<file path="src/rtl/acc_alu_pkg.sv">
package acc_alu_pkg;

  typedef enum logic [2:0] {
    BIN_RSV0 = 3'd0,
    BIN_SUB  = 3'd1,
    BIN_RSV2 = 3'd2,
    BIN_CMP  = 3'd3,
    BIN_ADD  = 3'd4,
    BIN_AND  = 3'd5,
    BIN_OR   = 3'd6,
    BIN_XOR  = 3'd7
  } binOp_e;

  typedef enum logic [2:0] {
    MOD_ROR = 3'd0,
    MOD_ROL = 3'd1,
    MOD_SAR = 3'd2,
    MOD_SHL = 3'd3,
    MOD_INC = 3'd4,
    MOD_DEC = 3'd5,
    MOD_NEG = 3'd6,
    MOD_ABS = 3'd7
  } modOp_e;

  localparam logic [3:0] COND_ALWAYS = 4'd0;
  localparam logic [3:0] COND_ZFLAG  = 4'd5;
  localparam logic [3:0] COND_NFLAG  = 4'd7;

  typedef struct packed {
    logic   loadEn;
    logic   aluEn;
    logic   aluWrite;
    binOp_e aluOp;
    logic   wide;
    logic   modEn;
    modOp_e modOp;
  } strobes_t;

endpackage

</file>
<file path="src/rtl/acc_alu_cond.sv">
module acc_alu_cond
  import acc_alu_pkg::*;
(
  input  logic [3:0] cond,
  input  logic       polarity,
  input  logic       flagN,
  input  logic       flagZ,
  output logic       pass
);
  always_comb begin
    unique case (cond)
      COND_ALWAYS: pass = 1'b1;
      COND_ZFLAG:  pass = (flagZ == polarity);
      COND_NFLAG:  pass = (flagN == polarity);
      default:     pass = 1'b0;
    endcase
  end
endmodule

</file>
<file path="src/rtl/acc_alu_ctrl.sv">
module acc_alu_ctrl
  import acc_alu_pkg::*;
(
  input  logic       loadValid,
  input  logic       aluValid,
  input  logic [2:0] aluOp,
  input  logic       aluWide,
  input  logic       modValid,
  input  logic [2:0] modOp,
  input  logic [3:0] modCond,
  input  logic       modPolarity,
  input  logic       flagN,
  input  logic       flagZ,
  output strobes_t   strobes
);
  logic   condPass;
  logic   opKnown;
  binOp_e binOp;

  acc_alu_cond u_cond (
    .cond    (modCond),
    .polarity(modPolarity),
    .flagN   (flagN),
    .flagZ   (flagZ),
    .pass    (condPass)
  );

  assign binOp = binOp_e'(aluOp);

  always_comb begin
    unique case (binOp)
      BIN_SUB, BIN_CMP, BIN_ADD, BIN_AND, BIN_OR, BIN_XOR: opKnown = 1'b1;
      default:                                             opKnown = 1'b0;
    endcase
  end

  always_comb begin
    strobes          = '0;
    strobes.aluOp    = binOp;
    strobes.wide     = aluWide;
    strobes.modOp    = modOp_e'(modOp);
    strobes.loadEn   = loadValid;
    strobes.aluEn    = !loadValid && aluValid && opKnown;
    strobes.aluWrite = !loadValid && aluValid && opKnown && (binOp != BIN_CMP);
    strobes.modEn    = !loadValid && !aluValid && modValid && condPass;
  end
endmodule

</file>
<file path="src/rtl/acc_alu_datapath.sv">
module acc_alu_datapath
  import acc_alu_pkg::*;
#(
  parameter int WORD_W = 16
) (
  input  logic                  clk,
  input  logic                  rst,
  input  strobes_t              strobes,
  input  logic [2*WORD_W-1:0]   loadValue,
  input  logic [2*WORD_W-1:0]   aluOperand,
  output logic [WORD_W-1:0]     accHigh,
  output logic [WORD_W-1:0]     accLow,
  output logic                  flagN,
  output logic                  flagZ
);
  localparam int ACC_W = 2 * WORD_W;

  logic [WORD_W-1:0] hiQ, loQ;
  logic              nQ, zQ;
  logic [ACC_W-1:0]  accCur;
  logic [ACC_W-1:0]  opAligned;
  logic [ACC_W-1:0]  binResult;
  logic [ACC_W-1:0]  modResult;
  logic [ACC_W-1:0]  flagSrc;
  logic [ACC_W-1:0]  accNext;
  logic              accWrite;
  logic              flagWrite;

  assign accCur    = {hiQ, loQ};
  assign opAligned = strobes.wide ? aluOperand
                                  : {aluOperand[WORD_W-1:0], {WORD_W{1'b0}}};

  always_comb begin
    unique case (strobes.aluOp)
      BIN_SUB, BIN_CMP: binResult = accCur - opAligned;
      BIN_ADD:          binResult = accCur + opAligned;
      BIN_AND:          binResult = accCur & opAligned;
      BIN_OR:           binResult = accCur | opAligned;
      BIN_XOR:          binResult = accCur ^ opAligned;
      default:          binResult = accCur;
    endcase
  end

  always_comb begin
    unique case (strobes.modOp)
      MOD_ROR: modResult = {accCur[0], accCur[ACC_W-1:1]};
      MOD_ROL: modResult = {accCur[ACC_W-2:0], accCur[ACC_W-1]};
      MOD_SAR: modResult = {accCur[ACC_W-1], accCur[ACC_W-1:1]};
      MOD_SHL: modResult = {accCur[ACC_W-2:0], 1'b0};
      MOD_INC: modResult = accCur + 1'b1;
      MOD_DEC: modResult = accCur - 1'b1;
      MOD_NEG: modResult = (~accCur) + 1'b1;
      MOD_ABS: modResult = accCur[ACC_W-1] ? ((~accCur) + 1'b1) : accCur;
      default: modResult = accCur;
    endcase
  end

  always_comb begin
    if (strobes.loadEn)     flagSrc = loadValue;
    else if (strobes.aluEn) flagSrc = binResult;
    else                    flagSrc = modResult;
    accNext   = flagSrc;
    accWrite  = strobes.loadEn || strobes.aluWrite || strobes.modEn;
    flagWrite = strobes.loadEn || strobes.aluEn || strobes.modEn;
  end

  always_ff @(posedge clk) begin
    if (rst) begin
      hiQ <= '0;
      loQ <= '0;
      nQ  <= 1'b0;
      zQ  <= 1'b0;
    end else begin
      if (accWrite) begin
        hiQ <= accNext[ACC_W-1:WORD_W];
        loQ <= accNext[WORD_W-1:0];
      end
      if (flagWrite) begin
        nQ <= flagSrc[ACC_W-1];
        zQ <= (flagSrc == '0);
      end
    end
  end

  assign accHigh = hiQ;
  assign accLow  = loQ;
  assign flagN   = nQ;
  assign flagZ   = zQ;

  // reset leaves everything cleared
  p_reset_clear_r1: assert property (@(posedge clk)
    rst |=> (hiQ == '0 && loQ == '0 && !nQ && !zQ));

  // no strobe, no change
  p_idle_hold_r6: assert property (@(posedge clk) disable iff (rst)
    (!strobes.loadEn && !strobes.aluEn && !strobes.modEn)
      |=> ($stable(hiQ) && $stable(loQ) && $stable(nQ) && $stable(zQ)));

  // compare leaves the accumulator alone
  p_cmp_keep_r4: assert property (@(posedge clk) disable iff (rst)
    (strobes.aluEn && !strobes.aluWrite) |=> ($stable(hiQ) && $stable(loQ)));

  // a load splits into the two words
  p_load_split_r10: assert property (@(posedge clk) disable iff (rst)
    strobes.loadEn |=> ({hiQ, loQ} == $past(loadValue)));

  // a written result and its flags agree
  p_flag_match_r5: assert property (@(posedge clk) disable iff (rst)
    (strobes.loadEn || strobes.aluWrite || strobes.modEn)
      |=> (zQ == ({hiQ, loQ} == '0) && nQ == hiQ[WORD_W-1]));
endmodule

</file>
<file path="src/rtl/acc_alu_top.sv">
module acc_alu_top
  import acc_alu_pkg::*;
#(
  parameter int WORD_W = 16,
  localparam int ACC_W = 2 * WORD_W
) (
  input  logic              clk,
  input  logic              rst,
  input  logic              loadValid,
  input  logic [ACC_W-1:0]  loadValue,
  input  logic              aluValid,
  input  logic [2:0]        aluOp,
  input  logic              aluWide,
  input  logic [ACC_W-1:0]  aluOperand,
  input  logic              modValid,
  input  logic [2:0]        modOp,
  input  logic [3:0]        modCond,
  input  logic              modPolarity,
  output logic [WORD_W-1:0] accHigh,
  output logic [WORD_W-1:0] accLow,
  output logic [ACC_W-1:0]  accFull,
  output logic              flagN,
  output logic              flagZ
);
  strobes_t strobes;

  acc_alu_ctrl u_ctrl (
    .loadValid  (loadValid),
    .aluValid   (aluValid),
    .aluOp      (aluOp),
    .aluWide    (aluWide),
    .modValid   (modValid),
    .modOp      (modOp),
    .modCond    (modCond),
    .modPolarity(modPolarity),
    .flagN      (flagN),
    .flagZ      (flagZ),
    .strobes    (strobes)
  );

  acc_alu_datapath #(.WORD_W(WORD_W)) u_dp (
    .clk       (clk),
    .rst       (rst),
    .strobes   (strobes),
    .loadValue (loadValue),
    .aluOperand(aluOperand),
    .accHigh   (accHigh),
    .accLow    (accLow),
    .flagN     (flagN),
    .flagZ     (flagZ)
  );

  assign accFull = {accHigh, accLow};

  // at most one path acts per cycle
  p_one_path_r11: assert property (@(posedge clk) disable iff (rst)
    $onehot0({strobes.loadEn, strobes.aluEn, strobes.modEn}));

  // an unsupported condition never lets a modify through
  p_cond_gate_r9: assert property (@(posedge clk) disable iff (rst)
    (modValid && !aluValid && !loadValid && modCond != 4'd0 && modCond != 4'd5
     && modCond != 4'd7) |=> ($stable(accFull) && $stable(flagN) && $stable(flagZ)));
endmodule

</file>
<file path="config.mk">
export PLATFORM = sky130hd
export DESIGN_NAME = acc_alu_top
export DESIGN_NICKNAME = d
export VERILOG_FILES = /design/src/rtl/acc_alu_pkg.sv /design/src/rtl/acc_alu_cond.sv /design/src/rtl/acc_alu_ctrl.sv /design/src/rtl/acc_alu_datapath.sv /design/src/rtl/acc_alu_top.sv
export SDC_FILE = /design/constraint.sdc
export NUM_CORES = 1
export LEC_CHECK = 0
export ABC_CLOCK_PERIOD_IN_PS = 16550
export CAP_MARGIN = 25
export CORE_ASPECT_RATIO = 1.2
export CORE_MARGIN = 5
export CORE_UTILIZATION = 45
export DETAILED_ROUTE_END_ITERATION = 8
export PLACE_DENSITY = 0.76
export SETUP_SLACK_MARGIN = 0.4
export SLEW_MARGIN = 30
export SYNTH_ARGS = -nofsm -noshare
export SYNTH_HDL_FRONTEND = slang
export SYNTH_SLANG_ARGS = --single-unit
</file>
<file path="constraint.sdc">
create_clock -name clk -period 16.55 [get_ports clk]
set_clock_uncertainty 0.1 [all_clocks]
set_input_delay 4.965 -clock clk [delete_from_list [all_inputs] [get_ports clk]]
set_output_delay 4.965 -clock clk [all_outputs]
set_load 0.005 [all_outputs]
</file>
After elaboration in Yosys (flattened, before gate mapping)
Index checks and enable logic that the tools add are counted.
Widths: inputs -> output; s select.
{ "word_totals": {"register_bits": 34, "inputBits": 81, "out_inout_bits": 66, "elab_cells": 56} }
{ "classes": {"addsub": 5, "n_eq_ne": 18, "mux": 8, "bitwise": 4, "n_reduce_logical": 17} }
{ "op_table": {"columns": ["cell", "count"], "rows": [
  ["$pmux 32 s8", 1],
  ["$pmux 32 s5", 1],
  ["$mux 32", 4],
  ["$add 32x1->32 const B", 2],
  ["$add 32x32->32", 1],
  ["$and 32x32->32", 1],
  ["$logic_not 32->1", 1],
  ["$not 32->32", 1],
  ["$or 32x32->32", 1],
  ["$sub 32x1->32 const B", 1],
  ["$sub 32x32->32", 1],
  ["$xor 32x32->32", 1],
  ["$eq 3x3->1 const B", 8],
  ["$eq 3x2->1 const B", 3],
  ["$eq 4x3->1 const B", 2],
  ["$eq 3x1->1 const B", 2],
  ["$logic_and 1x1->1", 6],
  ["$reduce_or 6->1", 1],
  ["$logic_not 4->1", 1],
  ["$logic_or 1x1->1", 4],
  ["$logic_not 3->1", 1],
  ["$ne 3x2->1 const B", 1],
  ["$pmux 1 s3", 1],
  ["$eq 1x1->1", 2],
  ["3 further kinds", 4]
]} }

Longest topological paths before layout
{ "logic_depth": {"depth_word": 7, "depth_mapped": 23, "mapped_depth_nobuf": 20} }

Hierarchy
From an unflattened synthesis, not the netlist that was laid out.
{ "unflattened": {"cells_unflattened": 1575, "area_unflattened_um2": 10722.8} }
{ "by_module_without_submodules": {"columns": ["module", "instances", "cells_per_inst", "area_each_um2", "seq_area_each_um2"], "rows": [
  ["acc_alu_datapath", 1, 1520, 10327.4, 680.7],
  ["acc_alu_top", 1, 32, 240.2, 0.0],
  ["acc_alu_ctrl", 1, 16, 108.9, 0.0],
  ["acc_alu_cond", 1, 7, 46.3, 0.0]
]} }

Worst setup path before layout
OpenSTA, ideal clock, no wires.
{ "synth_timing": {"path_kind": "in2reg", "startpoint": "in modOp[0]", "endpoint": "reg u_dp.zQ (netlist: u_dp.flagZ)", "setup_ns": 0.087, "arrival_ns": 10.104, "required_ns": 16.363, "setup_slack_ns": 6.259, "cell_stages": 18, "path_buffers": 5, "path_cell_list": "clkbuf_1 buf_1 clkbuf_1 clkbuf_1 and2_1 ha_1 clkbuf_1 a211oi_1 o21bai_1 o31ai_1 a211oi_1 or2_2 and3b_1 a2111oi_0 o32ai_1 a311oi_1 nand4b_1 o31ai_1"} }
{ "synth_via": {"elab_chain_len": 5} }
{ "synth_rtl": {"columns": ["item", "line_no", "source"], "rows": [
  ["start: declaration", "acc_alu_top.sv:16", "input logic [2:0] modOp,"],
  ["$eq 3x3->1 (tied with other cells)", "acc_alu_datapath.sv:45", "unique case (strobes.modOp)"],
  ["$pmux 32 s8 (*)", "acc_alu_datapath.sv:45", null],
  ["$mux 32 (*)", "acc_alu_datapath.sv:60", "else if (strobes.aluEn) flagSrc = binResult;"],
  ["$mux 32 (*)", "acc_alu_datapath.sv:59", "if (strobes.loadEn) flagSrc = loadValue;"],
  ["$logic_not 32->1 (*)", "acc_alu_datapath.sv:80", "zQ <= (flagSrc == '0);"],
  ["end signal: assignment", "acc_alu_datapath.sv:80", null],
  ["end: declaration", "acc_alu_datapath.sv:19", "logic nQ, zQ;"]
]} }
Every way passes the cells marked *; elsewhere a longest branch is shown, timed or not.
A chain may end at the register's enable or synchronous reset.

Final worst setup path
{ "layout_timing": {"startpoint": "in aluOp[2]", "endpoint": "reg u_dp.zQ (netlist: u_dp.flagZ)"} }
{ "layout_via": {"elab_chain_len": 7} }
{ "layout_rtl": {"columns": ["item", "line_no", "source"], "rows": [
  ["start: declaration", "acc_alu_top.sv:12", "input logic [2:0] aluOp,"],
  ["$eq 3x1->1 (tied with other cells)", "acc_alu_ctrl.sv:31, acc_alu_datapath.sv:34", null],
  ["$reduce_or 6->1", "acc_alu_ctrl.sv:31", "unique case (binOp)"],
  ["$mux 1", "acc_alu_ctrl.sv:31", null],
  ["$logic_and 1x1->1", "acc_alu_ctrl.sv:43", "strobes.aluEn = !loadValid && aluValid && opKnown;"],
  ["$mux 32", "acc_alu_datapath.sv:60", null],
  ["$mux 32", "acc_alu_datapath.sv:59", null],
  ["$logic_not 32->1", "acc_alu_datapath.sv:80", null]
]} }
Parallel ways exist; a longest one is shown, timed or not.

==> reports/summary.txt <==
adder-cell area share of the yosys netlist: 0.164
# IOs: 147
largest net degree at the start of global routing: 49
P per Cell Area: 58.3 nW/um^2
# rows: 61
Setup Buffers After CTS: 0
Filler cells: 2,281
dpl cell area: 12,000 sq um
Hold Path End: u_dp.flagN
Worst Reg-to-Reg Cells: 12
Power Internal: 360 uW
max incr delay on CP: 0.79 ns
critical-path cell list: clkdlybuf4s50_1, buf_4, clkinv_1, or3_1, o31ai_1, xnor2_1, ha_1, and2_1, a221oi_1, a21oi_1, or3_1, a31oi_1, a211o_1, nand2_1, or4b_2, nor4_1, nand4b_1, o31ai_1
cell type of the slowest stage on the worst timing path: or3_1
DRT iter0 DRCs: 1,082
reg-to-reg endpoint: u_dp.flagZ
final hold violations: 0
gpl congestion: 0.971
Final TNS setup: 0 ns
kind of critical path: input pin to flip-flop
EDFF count, synth: 0
worst slew pin tran: 0.985 ns
Hold Crit Class: flip-flop to flip-flop
critical-path maximum fanout: 39
Critical Path RT: 16.65 ns
largest family of logic cells by synthesized area: compound AO/OA/AOI/OAI gates
maximum clock frequency: 0.0927 GHz
PortBufs: 146
Slew headroom: 0.326
Final #Nets: 1,776
Sink Count: 34
DR vias: 12,300
Yosys warning count: 0
Max VDD drop: 0.0000436 V
final period utilization: 0.652
Vias per Instance: 6.57
Synth Net Count: 1,728
FF+latch count, synth: 34
drt pass-1 iters: 6
P_leak: 0.00522 uW
CTS Buf Count: 5
detailed placement HPWL: 32,700 microns
design area: 12,100 sq um
CORE AREA: 23,100 sq um
Root Driver: clkbuf_16
Post-Synth XOR/XNOR Area: 0.0699
clock slew seen by the registers of the worst setup and hold paths: 0.06 ns
DRC: 0
Synth Instances: 1,510
Worst Setup Start Kind: input pin
CP Capture Type: flip-flop
Post-Syn Area: 10,500 sq um
DRT Wirelength: 42,200 microns
Synth Flop Type: dfxtp_1
H-tree lvl count: 2
clock buffer depth: 2
Post-synth ARST share: 0
Post-CTS Hold Fix Bufs: 0
post-synthesis sequential area ratio: 0.0646
grt ovf: 0
share of power burned in registers: 0.178
Starting Density: 0.455
leading area contributor after synthesis: ha_1
Die ar.: 26,600 sq um
Clock Latency Late Sink: 0.29 ns
# setup viols final: 0
R2R Path Start: u_dp.accLow[8]
global-route wire length before repair: 64,000 microns
status: finished, final reports clean
vias in the first global route: 11,600
clock period minus worst slack: 10.79 ns
share of cells above drive strength 1: 0.0391
post_cts resized: 0
remaining antenna violation count: 0
hold path depth: 2
Yosys cell types: 79
# diodes: 0
worst hold slack: 0.483 ns
max-slew violations: 0
CTS tree: yes
simple-gate portion of the synthesized area: 0.211
Synth-to-Final Area Change: 15.2%
Clock power frac: 0.159
Syn Area/Cell: 6.97 sq um
Psw: 347 uW
post-synthesis compound-gate area fraction: 0.309
Switching Share: 0.491
Max-Cap Viols: 0
top cells by area, synth: ha_1, mux2i_1, dfxtp_1, a21oi_1, xnor2_1
die height: 178 microns
post-synthesis mux area share: 0.0939
Worst Path Arrival: 10.89 ns
combinational share of power: 0.663
RSZ-0062 raised after global routing: false
R2R setup slack: 11.54 ns
die width: 150 microns
wire per inst: 22.5 microns
top cell type's share of synthesized area: 0.160
Min-Delay Startpoint: u_dp.flagN
initial antenna violation count: 0
gr usage total: 0.302
==> final cells by class <==
cell class / instances / area, sq um / area share
multi-input combinational: 1263 / 8960 / 0.738
timing repair buffer: 168 / 1610 / 0.133
sequential: 34 / 681 / 0.0561
tap: 315 / 394 / 0.0325
inverter: 86 / 323 / 0.0266
clock buffer: 6 / 129 / 0.0106
clock inverter: 2 / 37.5 / 0.00309
==> synthesized netlist by cell type (all sizes together), types with 26 or more instances <==
master	n
nor2	144
ha	135
a21oi	126
o21ai	110
nand2	102
mux2i	92
clkbuf	84
inv	84
xnor2	67
buf	43
nor3	41
dfxtp	34
a31oi	26
==> flip-flops by register name, indices dropped and copies added, names as in the netlist <==
| name | count |
|---|---|
| u_dp.accHigh | 16 |
| u_dp.accLow | 16 |
| u_dp.flagN | 1 |
| u_dp.flagZ | 1 |
==> critical path: cells and delay by family <==
| family | cells | cell delay (ns) |
|---|---|---|
| XOR/XNOR | 1 | 0.16 |
| AND/OR/NAND/NOR | 7 | 2.67 |
| AO/OA/AOI/OAI | 6 | 1.60 |
| adder cells (fa/ha/maj) | 1 | 0.29 |
| buffers and inverters | 3 | 1.20 |
==> cell families after synthesis <==
| kind of cell | count (synthesis) |
|---|---|
| AOI/OAI and AO/OA | 493 |
| and+or+nand+nor | 451 |
| buffers and inverters | 213 |
| adders and majority gates | 137 |
| muxes | 98 |
| xor gates and xnor gates | 84 |
| DFF | 34 |
==> per-stage QoR <==
step,setup WS (ns),utilization,instances,total power (uW)
final,5.76,0.525,1874,707
after global routing,5.33,0.525,1874,750
after CTS,5.90,0.525,1874,695
after detailed placement,5.63,0.517,1866,583
after global placement,5.69,0.517,1866,577
after floorplan,6.26,-,1510,428
==> worst max path at each step <==
stage            endpoint  slack (ns)      from
3_3_place_gp   u_dp.flagZ        5.69  aluOp[2]
4_1_cts        u_dp.flagZ        5.90  aluOp[2]
2_1_floorplan  u_dp.flagZ        6.26  modOp[0]
3_5_place_dp   u_dp.flagZ        5.63  aluOp[2]
5_1_grt        u_dp.flagZ        5.33  aluOp[2]
6_report       u_dp.flagZ        5.76  aluOp[2]
==> power by group through the flow <==
| stage | Clock, uW | Sequential [uW] | Combinational [uW] |
|---|---|---|---|
| after CTS | 111 | 124 | 459 |
| after detailed placement | 0 | 126 | 457 |
| after global routing | 116 | 127 | 508 |
| after global placement | 0 | 126 | 451 |
| after floorplan | 0 | 110 | 318 |
| final | 112 | 126 | 469 |
==> layer usage <==
| layer | routed length, microns | GRT usage | share of wire | up-vias |
|---|---|---|---|---|
| met1 | 15900 | 0.361 | 0.38 | 5674 |
| met2 | 19700 | 0.515 | 0.47 | 751 |
| met5 | 0 | 0 | 0 | - |
| li1 | - | - | - | 5697 |
| met4 | 2980 | 0.173 | 0.071 | 0 |
| met3 | 3650 | 0.0452 | 0.086 | 189 |
==> layout by cell type, fill, tap and decap left out, types with 13 or more instances in the layout <==
| cell | instances |
|---|---|
| or3_1 | 17 |
| o21ai_0 | 106 |
| xor2_1 | 17 |
| nor2b_1 | 16 |
| a221oi_1 | 22 |
| a31oi_1 | 26 |
| nand2_1 | 102 |
| and3_1 | 13 |
| xnor2_1 | 67 |
| o221ai_1 | 14 |
| nor3_1 | 41 |
| o22ai_1 | 25 |
| mux2i_1 | 92 |
| inv_1 | 84 |
| nand2b_1 | 14 |
| a21o_1 | 25 |
| ha_1 | 135 |
| clkdlybuf4s50_1 | 143 |
| dfxtp_1 | 34 |
| a21oi_1 | 123 |
| buf_4 | 22 |
| nor2_1 | 144 |
| a211oi_1 | 13 |
| nand4_1 | 17 |
| nand3_1 | 22 |
No activity file was read; power rests on OpenSTA's default activity.
